$ cat config.mk
export PLATFORM = sky130hd
export DESIGN_NAME = pslv_port
export DESIGN_NICKNAME = d
export VERILOG_FILES = /design/src/rtl/psp_pkg.sv /design/src/rtl/psp_sync.sv /design/src/rtl/psp_strobe_det.sv /design/src/rtl/psp_latches.sv /design/src/rtl/psp_flags.sv /design/src/rtl/pslv_port.sv
export SDC_FILE = /design/constraint.sdc
export NUM_CORES = 1
export LEC_CHECK = 0
export BUFFER_PORTS_ARGS = -buffer_cell sky130_fd_sc_hd__buf_2
export CAP_MARGIN = 25
export CORE_UTILIZATION = 25
export CTS_CLUSTER_DIAMETER = 120
export CTS_CLUSTER_SIZE = 30
export DETAILED_ROUTE_END_ITERATION = 7
export HOLD_SLACK_MARGIN = 0.06
export PLACE_DENSITY = 0.58
export SLEW_MARGIN = 10
export SYNTH_ARGS = -nofsm -noshare
export SYNTH_HDL_FRONTEND = slang
export SYNTH_SLANG_ARGS = --single-unit
$ cat constraint.sdc
create_clock -name clk -period 1.2 [get_ports clk]
set_input_delay 0.12 -clock clk [delete_from_list [all_inputs] [get_ports clk]]
set_output_delay 0.12 -clock clk [all_outputs]
set_load 0.1 [all_outputs]
$ cat src/rtl/psp_pkg.sv
package psp_pkg;
   // Decoded host activity, all in the internal clock domain
   typedef struct packed {
      logic wr_busy;   // host write in progress
      logic wr_done;   // host write just ended
      logic rd_busy;   // host read in progress
   } psp_evt_t;

   localparam int STB_CS = 2;
   localparam int STB_WR = 1;
   localparam int STB_RD = 0;
   localparam int STB_N  = 3;
endpackage

$ cat src/rtl/psp_sync.sv
module psp_sync #(
   parameter int   WIDTH   = 1,
   parameter int   STAGES  = 2,
   parameter logic RST_VAL = 1'b1
) (
   input  logic             clk,
   input  logic             rst_n,
   input  logic [WIDTH-1:0] d,
   output logic [WIDTH-1:0] q
);
   generate
      if (STAGES < 2) begin : g_bad_stages
         $error("psp_sync: STAGES must be at least 2");
      end
      if (WIDTH < 1) begin : g_bad_width
         $error("psp_sync: WIDTH must be at least 1");
      end
   endgenerate

   genvar b;
   generate
      for (b = 0; b < WIDTH; b++) begin : g_bit
         logic [STAGES-1:0] chain;
         always_ff @(posedge clk or negedge rst_n) begin
            if (!rst_n) chain <= {STAGES{RST_VAL}};
            else        chain <= {chain[STAGES-2:0], d[b]};
         end
         assign q[b] = chain[STAGES-1];
      end
   endgenerate
endmodule

$ cat src/rtl/psp_strobe_det.sv
module psp_strobe_det
   import psp_pkg::*;
(
   input  logic             clk,
   input  logic             rst_n,
   input  logic             port_en,
   input  logic [STB_N-1:0] stb_s,
   output psp_evt_t         evt
);
   logic sel;
   logic wr_low;
   logic rd_low;
   logic wr_prev;

   assign sel    = ~stb_s[STB_CS];
   assign wr_low = sel & ~stb_s[STB_WR];
   assign rd_low = sel & ~stb_s[STB_RD];

   always_ff @(posedge clk or negedge rst_n) begin
      if (!rst_n) wr_prev <= 1'b0;
      else        wr_prev <= port_en & wr_low;
   end

   always_comb begin
      evt         = '0;
      evt.wr_busy = port_en & wr_low;
      evt.wr_done = port_en & wr_prev & ~wr_low;
      evt.rd_busy = port_en & rd_low;
   end
endmodule

$ cat src/rtl/psp_latches.sv
module psp_latches
   import psp_pkg::*;
#(
   parameter int DATA_W = 8
) (
   input  logic              clk,
   input  logic              rst_n,
   input  psp_evt_t          evt,
   input  logic [DATA_W-1:0] host_d,
   input  logic              cpu_wr,
   input  logic [DATA_W-1:0] cpu_d,
   output logic [DATA_W-1:0] in_q,
   output logic [DATA_W-1:0] out_q
);
   always_ff @(posedge clk or negedge rst_n) begin
      if (!rst_n)           in_q <= '0;
      else if (evt.wr_busy) in_q <= host_d;
   end

   always_ff @(posedge clk or negedge rst_n) begin
      if (!rst_n)      out_q <= '0;
      else if (cpu_wr) out_q <= cpu_d;
   end
endmodule

$ cat src/rtl/psp_flags.sv
module psp_flags
   import psp_pkg::*;
(
   input  logic     clk,
   input  logic     rst_n,
   input  psp_evt_t evt,
   input  logic     cpu_rd,
   input  logic     ovf_clr,
   output logic     full_q,
   output logic     ovf_q,
   output logic     irq_q
);
   always_ff @(posedge clk or negedge rst_n) begin
      if (!rst_n) begin
         full_q <= 1'b0;
         ovf_q  <= 1'b0;
         irq_q  <= 1'b0;
      end else begin
         irq_q <= evt.wr_done;
         if (evt.wr_done)  full_q <= 1'b1;
         else if (cpu_rd)  full_q <= 1'b0;
         if (evt.wr_done && full_q) ovf_q <= 1'b1;
         else if (ovf_clr)          ovf_q <= 1'b0;
      end
   end
endmodule

$ cat src/rtl/pslv_port.sv
module pslv_port
   import psp_pkg::*;
#(
   parameter int DATA_W      = 8,
   parameter int SYNC_STAGES = 2
) (
   input  logic              clk,
   input  logic              rst_n,
   input  logic              port_en,
   input  logic              ext_cs_n,
   input  logic              ext_wr_n,
   input  logic              ext_rd_n,
   input  logic [DATA_W-1:0] ext_data_in,
   output logic [DATA_W-1:0] ext_data_out,
   output logic              ext_data_oe,
   input  logic              cpu_wr_out,
   input  logic [DATA_W-1:0] cpu_wdata,
   input  logic              cpu_rd_in,
   input  logic              cpu_ovf_clr,
   output logic [DATA_W-1:0] cpu_rdata,
   output logic              in_full,
   output logic              ovf_flag,
   output logic              irq_pulse
);
   generate
      if (DATA_W < 1) begin : g_bad_w
         $error("pslv_port: DATA_W must be positive");
      end
   endgenerate

   logic [STB_N-1:0] stb_raw;
   logic [STB_N-1:0] stb_s;
   psp_evt_t         evt;

   assign stb_raw[STB_CS] = ext_cs_n;
   assign stb_raw[STB_WR] = ext_wr_n;
   assign stb_raw[STB_RD] = ext_rd_n;

   psp_sync #(.WIDTH(STB_N), .STAGES(SYNC_STAGES), .RST_VAL(1'b1)) u_sync (
      .clk(clk), .rst_n(rst_n), .d(stb_raw), .q(stb_s)
   );

   psp_strobe_det u_det (
      .clk(clk), .rst_n(rst_n), .port_en(port_en), .stb_s(stb_s), .evt(evt)
   );

   psp_latches #(.DATA_W(DATA_W)) u_lat (
      .clk(clk), .rst_n(rst_n), .evt(evt), .host_d(ext_data_in),
      .cpu_wr(cpu_wr_out), .cpu_d(cpu_wdata),
      .in_q(cpu_rdata), .out_q(ext_data_out)
   );

   psp_flags u_flg (
      .clk(clk), .rst_n(rst_n), .evt(evt), .cpu_rd(cpu_rd_in),
      .ovf_clr(cpu_ovf_clr), .full_q(in_full), .ovf_q(ovf_flag),
      .irq_q(irq_pulse)
   );

   assign ext_data_oe = evt.rd_busy;
endmodule

Word-level counts from Yosys, hierarchy flattened. Cells that the tools add are included.

Register bits after elaboration: 26. Input bits: 25. Output and inout port bits: 20. Logic and storage cells: 26.

Mux-type cells: 4. Bitwise operators: 10. Reductions and logical operators: 3.

Operator list (number): $and A1 B1 Y1 (6); $mux W1 (4); $not A1 Y1 (4); $reduce_bool A2 Y1 (2); $logic_and A1 B1 Y1 (1).

Depth between registers and ports, before layout. Gate-level depths: netlist of run 1.

Word-level depth: 6. Mapped depth: 3. Depth with buffers taken out: 2.

Cells and area by module. Synthesis of run 1 repeated with hierarchy kept, for this count alone.

Cell total of the unflattened synthesis: 55. Area total of the unflattened synthesis: 996.0 um^2.

By module, submodules not included: psp_latches (times used 1, cells each 34, area an instance 663.1 um^2, seq. area each 400.4 um^2); psp_sync (times used 1, cells each 9, area an instance 180.2 um^2, seq. area each 157.7 um^2); psp_flags (times used 1, cells each 8, area an instance 102.6 um^2, seq. area each 75.1 um^2); psp_strobe_det (times used 1, cells each 4, area an instance 50.0 um^2, seq. area each 25.0 um^2).

Least setup slack after synthesis of run 1. No wires, ideal clock.

Path kind: register -> output. Start: register u_sync.g_bit[2].chain[1]. End: output ext_data_oe. Data arrival time: 2.561 ns. Required time: 1.080 ns. Path slack: -1.481 ns. Stages on the path, launching flop included: 2. Path buffers: 0. Cell sequence: dfstp_2 > nor3b_1.

Word-level cells in the longest chain between the ends: 3.

RTL lines: from (decl) (RTL line psp_sync.sv:23) `logic [STAGES-1:0] chain;`; from (signal assigned) (RTL line psp_sync.sv:25) `if (!rst_n) chain <= {STAGES{RST_VAL}};`; from (signal assigned) (RTL line psp_sync.sv:26) `else chain <= {chain[STAGES-2:0], d[b]};`; $not A1 Y1 (RTL line psp_strobe_det.sv:15) `assign sel = ~stb_s[STB_CS];`; $and A1 B1 Y1 (RTL line psp_strobe_det.sv:17) `assign rd_low = sel & ~stb_s[STB_RD];`; $and A1 B1 Y1 (RTL line psp_strobe_det.sv:28) `evt.rd_busy = port_en & rd_low;`; to (decl) (RTL line pslv_port.sv:15) `output logic ext_data_oe,`.

Every way passes these cells.

Worst setup path after layout of run 1. Same ends and word-level chain as after synthesis.

==> flow_metrics.tcl, run 1 <==
set metrics [dict create \
    status "finished, violations left" \
    violations "setup timing" \
    drv_slew 0 \
    drive_above_1_share_pct 89.3 \
    path_cells "buf_6 -> nor3b_4 -> buf_12" \
    synthTopCellsByArea "dfrtp_1 (53%), dfstp_2 (17%), mux2_4 (13%)" \
    die_x_um 63.3 \
    hpwl_um 1290 \
    coreArea_mm2 0.00347 \
    final_util_pct 43.8 \
    seq_power_share_pct 37.7 \
    relSlewSlack_pct 62.9 \
    syn_area_um2 938 \
    worst_path_max_delay_cell "dfstp_2" \
    ant_nets 0 \
    htree_levels 1 \
    netSwitchingFraction_pct 37.3 \
    setup_ws_ns -0.0958 \
    setup_violations 9 \
    min_from "ext_data_in[1]" \
    die_h_um 63.3 \
    wl_per_cell_um 12.0 \
    worst_pin_slew_ns 0.557 \
    start_kind "flop" \
    yosys_warnings 0 \
    crit_arrival_ns 1.18 \
    synth_seq_cells 26 \
    pwr-share-clk_pct 25.3 \
    leakage_nw 0.707 \
    port_buffers 44 \
    synth_cells 51 \
    drv_cap 0 \
    synth_area_per_cell_um2 18.4 \
    layout.nets 129 \
    io_pins 45 \
    ir_drop_mv 0.893 \
    synth_nets 76 \
    period_minus_slack_ns 1.30 \
    finalHoldViolCount 0 \
    clock_path_buffers 2 \
    max_freq_ghz 0.772 \
    p_int_mw 1.76 \
    async_flop_share_pct 100 \
    overflow 0 \
    start_util_pct 27.1 \
    p_comb_share_pct 37.0 \
    drc 0 \
    totalWireLength_um 1790 \
    clock_latency_ns 0.27 \
    r2r_cells 3 \
    yosysTopAreaCellShare_pct 53.3 \
    dr.pass1.iters 2 \
    worstPathBufferInverterCount 2 \
    clock-sinks 26 \
    n_antenna_cell 0 \
    synth_seq_area_share_pct 70.1 \
    syn_to_final_growth_pct 61.9 \
    startpoint "u_sync.g_bit[2].chain[1]$_DFF_PN1_" \
    grt_pass1_wl_um 3020 \
    synth_cell_types 12 \
    skew_ns 0.00638 \
    worstSetupEndpoint "ext_data_oe" \
    cp_max_fo 2 \
    synthFlopType "dfrtp_1" \
    synth-edff-count 0 \
    rr_startpoint "u_sync.g_bit[2].chain[1]$_DFF_PN1_" \
    first_iter_violations 5 \
    cts_made_buffers 3 \
    yosysMostFrequentCell "dfrtp_1" \
    grt_pass1_vias 684 \
    worst_hold_path_type "in -> reg" \
    p_per_area_mw_per_mm2 1850 \
    placedCellCount 141 \
    grt_usage_pct 9.81 \
    std_cell_rows 21 \
    vias_per_cell 4.03 \
    layout_worst_path_cycle_share_pct 108 \
    antenna_found_initial 0 \
    cts_tree "built" \
    rsz0062_at_grt "yes" \
    crit_family "flip-flops" \
    dieArea_mm2 0.00400 \
    yosys.area.top_type "dfrtp_1" \
    cp-end-kind "primary output" \
    reg2reg_slack_ns -0.01 \
    max_stage_delay_ns 0.39 \
    required_ns 1.08 \
    critical_path_class "reg -> out" \
    p_switching_mw 1.05 \
    fin_hold_ws_ns 0.0733 \
    grt_max_degree 27 \
    cts_root_buffer "clkbuf_8" \
    finalNonFillerCells 149 \
    r2r-end "u_lat.in_q[5]$_DFFE_PN0P_" \
    crit_cells 3 \
    clk_pin_slew_ns 0.09 \
    synth_common_cells "dfrtp_1 (20), mux2_2 (8), mux2_4 (8)" \
    routabilityCongestion 0.678 \
    via_count 600 \
]
[registers in the layout, indices dropped and copies added (netlist names)]
name,count
u_det.wr_prev,1
u_flg.full_q,1
u_flg.irq_q,1
u_flg.ovf_q,1
u_lat.in_q,8
u_lat.out_q,8
u_sync.g_bit.chain,6
[power by group through the flow]
stage	logic (mW)	clock network (mW)	registers, mW
floorplan	0.135	0	1.65
global placement	1.01	0	1.07
detailed placement	1.02	0	1.07
CTS	1.03	0.738	1.06
global route	1.07	0.774	1.07
finish	1.04	0.710	1.06
[cell usage in the layout (no fill, tap or decap), drive strengths merged]
cell type	count
dfrtp	20
buf	37
inv	2
clkbuf	12
a22o	1
bufinv	1
o211a	1
dlygate4sd3	4
nor3b	2
a21o	1
dfstp	6
mux2	16
[cell type report]
class,instances,area (µm²)
fillers,315,1950
repair buffers,50,434
clock inverters,1,30.0
flip-flops and latches,26,681
multi-input cells,21,268
inverters,2,7.51
well taps,46,57.6
clock buffers,3,41.3
[logic make-up (layout without fill, tap and decap cells)]
logic type	count (synthesis)	count (layout)	synth area share, %
buffers and inverters	4	56	2.53
AOI/OAI and AO/OA	3	3	2.80
DFF	26	26	70.1
muxes	16	16	22.4
and+or+nand+nor	2	2	2.13
[what timing repair did]
item                                    4_1_cts  5_1_grt
hold buffers                                  4        0
gates resized for setup                       1        9
pin swaps                                     1        1
endpoints found under the setup margin        9       18
endpoints found under the hold margin        23        0
buffers inserted                              0        0
[worst min-delay path by stage]
stage / to / slack [ns] / depth (start not counted)
detailed placement: u_lat.out_q[4]$_DFFE_PN0P_ / 0.16 / 1
floorplan: u_det.wr_prev$_DFF_PN0_ / -0.18 / 0
finish: u_lat.in_q[1]$_DFFE_PN0P_ / 0.07 / 2
CTS: u_lat.in_q[1]$_DFFE_PN0P_ / 0.06 / 2
global placement: u_flg.irq_q$_DFF_PN0_ / 0.13 / 1
global route: u_lat.in_q[5]$_DFFE_PN0P_ / 0.06 / 2
[stage by stage]
stage	TNS, ns	power (mW)	area, µm²	setup slack [ns]
after global routing	-0.465	2.92	1520	-0.136
after floorplan	-0.121	1.79	972	-0.121
final	-0.176	2.81	1520	-0.0958
after CTS	-0.251	2.83	1500	-0.130
after detailed placement	-0.0624	2.09	1380	-0.0130
after global placement	0	2.08	1380	0.0197
[metal layers]
| metal | wire, µm | GRT usage (%) | part of all wire, % |
|---|---|---|---|
| met1 | 772 | 12.2 | 43 |
| met2 | 863 | 16.0 | 48 |
| met3 | 138 | 3.08 | 7.7 |
| met4 | 15 | 3.41 | 0.84 |
| met5 | 0 | 0 | 0 |
No activity file was read; power rests on OpenSTA's default activity.
==> inputs of run 2 (changes only) <==
Settings changed: PLACE_DENSITY 0.58 to 0.57.
Clock period 1.2 ns to 1.25 ns, I/O delays scaled along.
==> run 2 against run 1 <==
Against the previous run: the flow now finishes without violations; setup slack better by 0.14 ns; core utilization down 4.6 points; non-clock buffer count unchanged; clock skew down 0.00081 ns; die area unchanged; via count up 1.7%; cell area down 10%; clock power down 26%; sequential cell count unchanged; sequential power down 6%; total power down 15%; critical endpoint unchanged.
==> flow_metrics.tcl, run 2 (synthesis gave the netlist of run 1 again) <==
set metrics [dict create \
    dr.pass1.iters 2 \
    drv_slew 0 \
    r2r-end "u_lat.in_q[7]$_DFFE_PN0P_" \
    hold_end "u_lat.out_q[6]$_DFFE_PN0P_" \
    drive_above_1_share_pct 87.4 \
    reg2reg_slack_ns 0.05 \
    worst_pin_slew_ns 0.572 \
    finalHoldViolCount 0 \
    final_cell_mix "buf_2 (43), dfrtp_2 (16), mux2_4 (8), mux2_2 (8), dfstp_2 (6)" \
    max_freq_ghz 0.830 \
    overflow 0 \
    final_util_pct 39.2 \
    port_buffers 44 \
    layout.nets 129 \
    period_minus_slack_ns 1.21 \
    htree_levels 1 \
    layout_worst_path_cycle_share_pct 96.4 \
    n_antenna_cell 0 \
    seq_power_share_pct 41.6 \
    start_util_pct 27.1 \
    total_power_mw 2.40 \
    postCtsSetupRepairBufs 0 \
    crit_arrival_ns 1.08 \
    pwr-share-clk_pct 22.0 \
    p_per_area_mw_per_mm2 1760 \
    cp-end-kind "primary output" \
    reg_top3 "u_lat.in_q (8), u_lat.out_q (8), u_sync.g_bit.chain (6)" \
    required_ns 1.12 \
    grt_pass1_wl_um 3170 \
    min_from "cpu_wdata[6]" \
    clock_path_buffers 2 \
    skew_ns 0.00556 \
    relSlewSlack_pct 61.9 \
    io_pins 45 \
    grt_pass1_vias 687 \
    via_count 610 \
    dieArea_mm2 0.00400 \
    placedCellCount 141 \
    mostFrequentLayoutCell "buf_2" \
    status "finished clean" \
    std_cell_rows 21 \
    p_int_mw 1.42 \
    grt_usage_pct 10.2 \
    grt_max_degree 27 \
    leakage_nw 0.662 \
    fin_hold_ws_ns 0.0875 \
    clk_pin_slew_ns 0.09 \
    antenna_found_initial 0 \
    hold_depth 2 \
    ir_drop_mv 0.617 \
    drv_cap 0 \
    drc 0 \
    worst_hold_path_type "in -> reg" \
    coreArea_mm2 0.00347 \
    critical_path_class "reg -> out" \
    wl_per_cell_um 12.0 \
    finalNonFillerCells 149 \
    start_kind "flop" \
    r2r_cells 3 \
    cts_made_buffers 3 \
    first_iter_violations 8 \
    vias_per_cell 4.09 \
    totalWireLength_um 1790 \
    die_h_um 63.3 \
    p_switching_mw 0.979 \
    clock-sinks 26 \
    cts_tree "built" \
    cp_max_fo 3 \
    rr_startpoint "u_sync.g_bit[2].chain[1]$_DFF_PN1_" \
    ant_nets 0 \
    syn_to_final_growth_pct 44.9 \
    routabilityCongestion 0.649 \
    die_x_um 63.3 \
    setup_violations 0 \
    rsz0062_at_grt "yes" \
    p_comb_share_pct 36.4 \
    clock_latency_ns 0.26 \
    setup_ws_ns 0.0446 \
    netSwitchingFraction_pct 40.8 \
    preCtsSetupSlack_ns 0.0416 \
    cts_root_buffer "clkbuf_8" \
]
==> run 2: cell count changes in the layout (fill, tap and decap cells not counted) <==
cell / change
clkbuf_8: +1
clkbuf_4: -9
dfrtp_1: +2
buf_2: +16
buf_4: +1
dfrtp_2: -2
buf_12: -8
bufinv_16: -1
==> run 2: what timing repair did <==
action	in CTS	in global routing
hold endpoints to repair	23	0
gates resized for setup	0	1
hold buffers	4	0
setup endpoints to repair	0	3
==> run 2: per-stage QoR <==
| step | TNS, ns | area [µm²] |
|---|---|---|
| 3_5_place_dp | 0 | 1260 |
| 6_report | 0 | 1360 |
| 4_1_cts | 0 | 1360 |
| 3_3_place_gp | 0 | 1260 |
| 2_1_floorplan | -0.0762 | 970 |
| 5_1_grt | -0.00456 | 1360 |
==> run 2: worst max-delay path: stages, from the launching register on <==
cell,delay (ns)
dfstp_2,0.40
nor3b_4,0.22
buf_12,0.20
==> run 2: worst max path at each step <==
stage,depth (start not counted),to,startpoint,slack (ns)
floorplan,1,ext_data_oe,u_sync.g_bit[0].chain[1]$_DFF_PN1_,-0.08
global placement,3,u_lat.in_q[4]$_DFFE_PN0P_,u_sync.g_bit[2].chain[1]$_DFF_PN1_,0.06
detailed placement,3,u_lat.in_q[4]$_DFFE_PN0P_,u_sync.g_bit[2].chain[1]$_DFF_PN1_,0.04
CTS,2,ext_data_oe,u_sync.g_bit[2].chain[1]$_DFF_PN1_,0.02
global route,2,ext_data_oe,u_sync.g_bit[2].chain[1]$_DFF_PN1_,-0.005
finish,2,ext_data_oe,u_sync.g_bit[2].chain[1]$_DFF_PN1_,0.04
==> run 2: metal layers <==
layer	global-route usage (%)	part of all wire, %
met5	0	0
met4	2.56	0
met1	11.4	41
met2	18.7	51
met3	2.90	7.4
==> run 2: layout make-up <==
cell class	count	area, µm²
clock buffer	4	55.1
fill	349	2110
inverter	2	7.51
multi-input combinational	21	268
sequential	26	678
tap	46	57.6
timing repair buffer	50	294
==> run 2: power by group through the flow <==
stage,Sequential [mW],Clock [mW],Combinational (mW)
finish,0.999,0.527,0.872
floorplan,1.59,0,0.129
CTS,1.00,0.550,0.876
global placement,1.01,0,0.860
global route,1.01,0.576,0.900
detailed placement,1.02,0,0.866
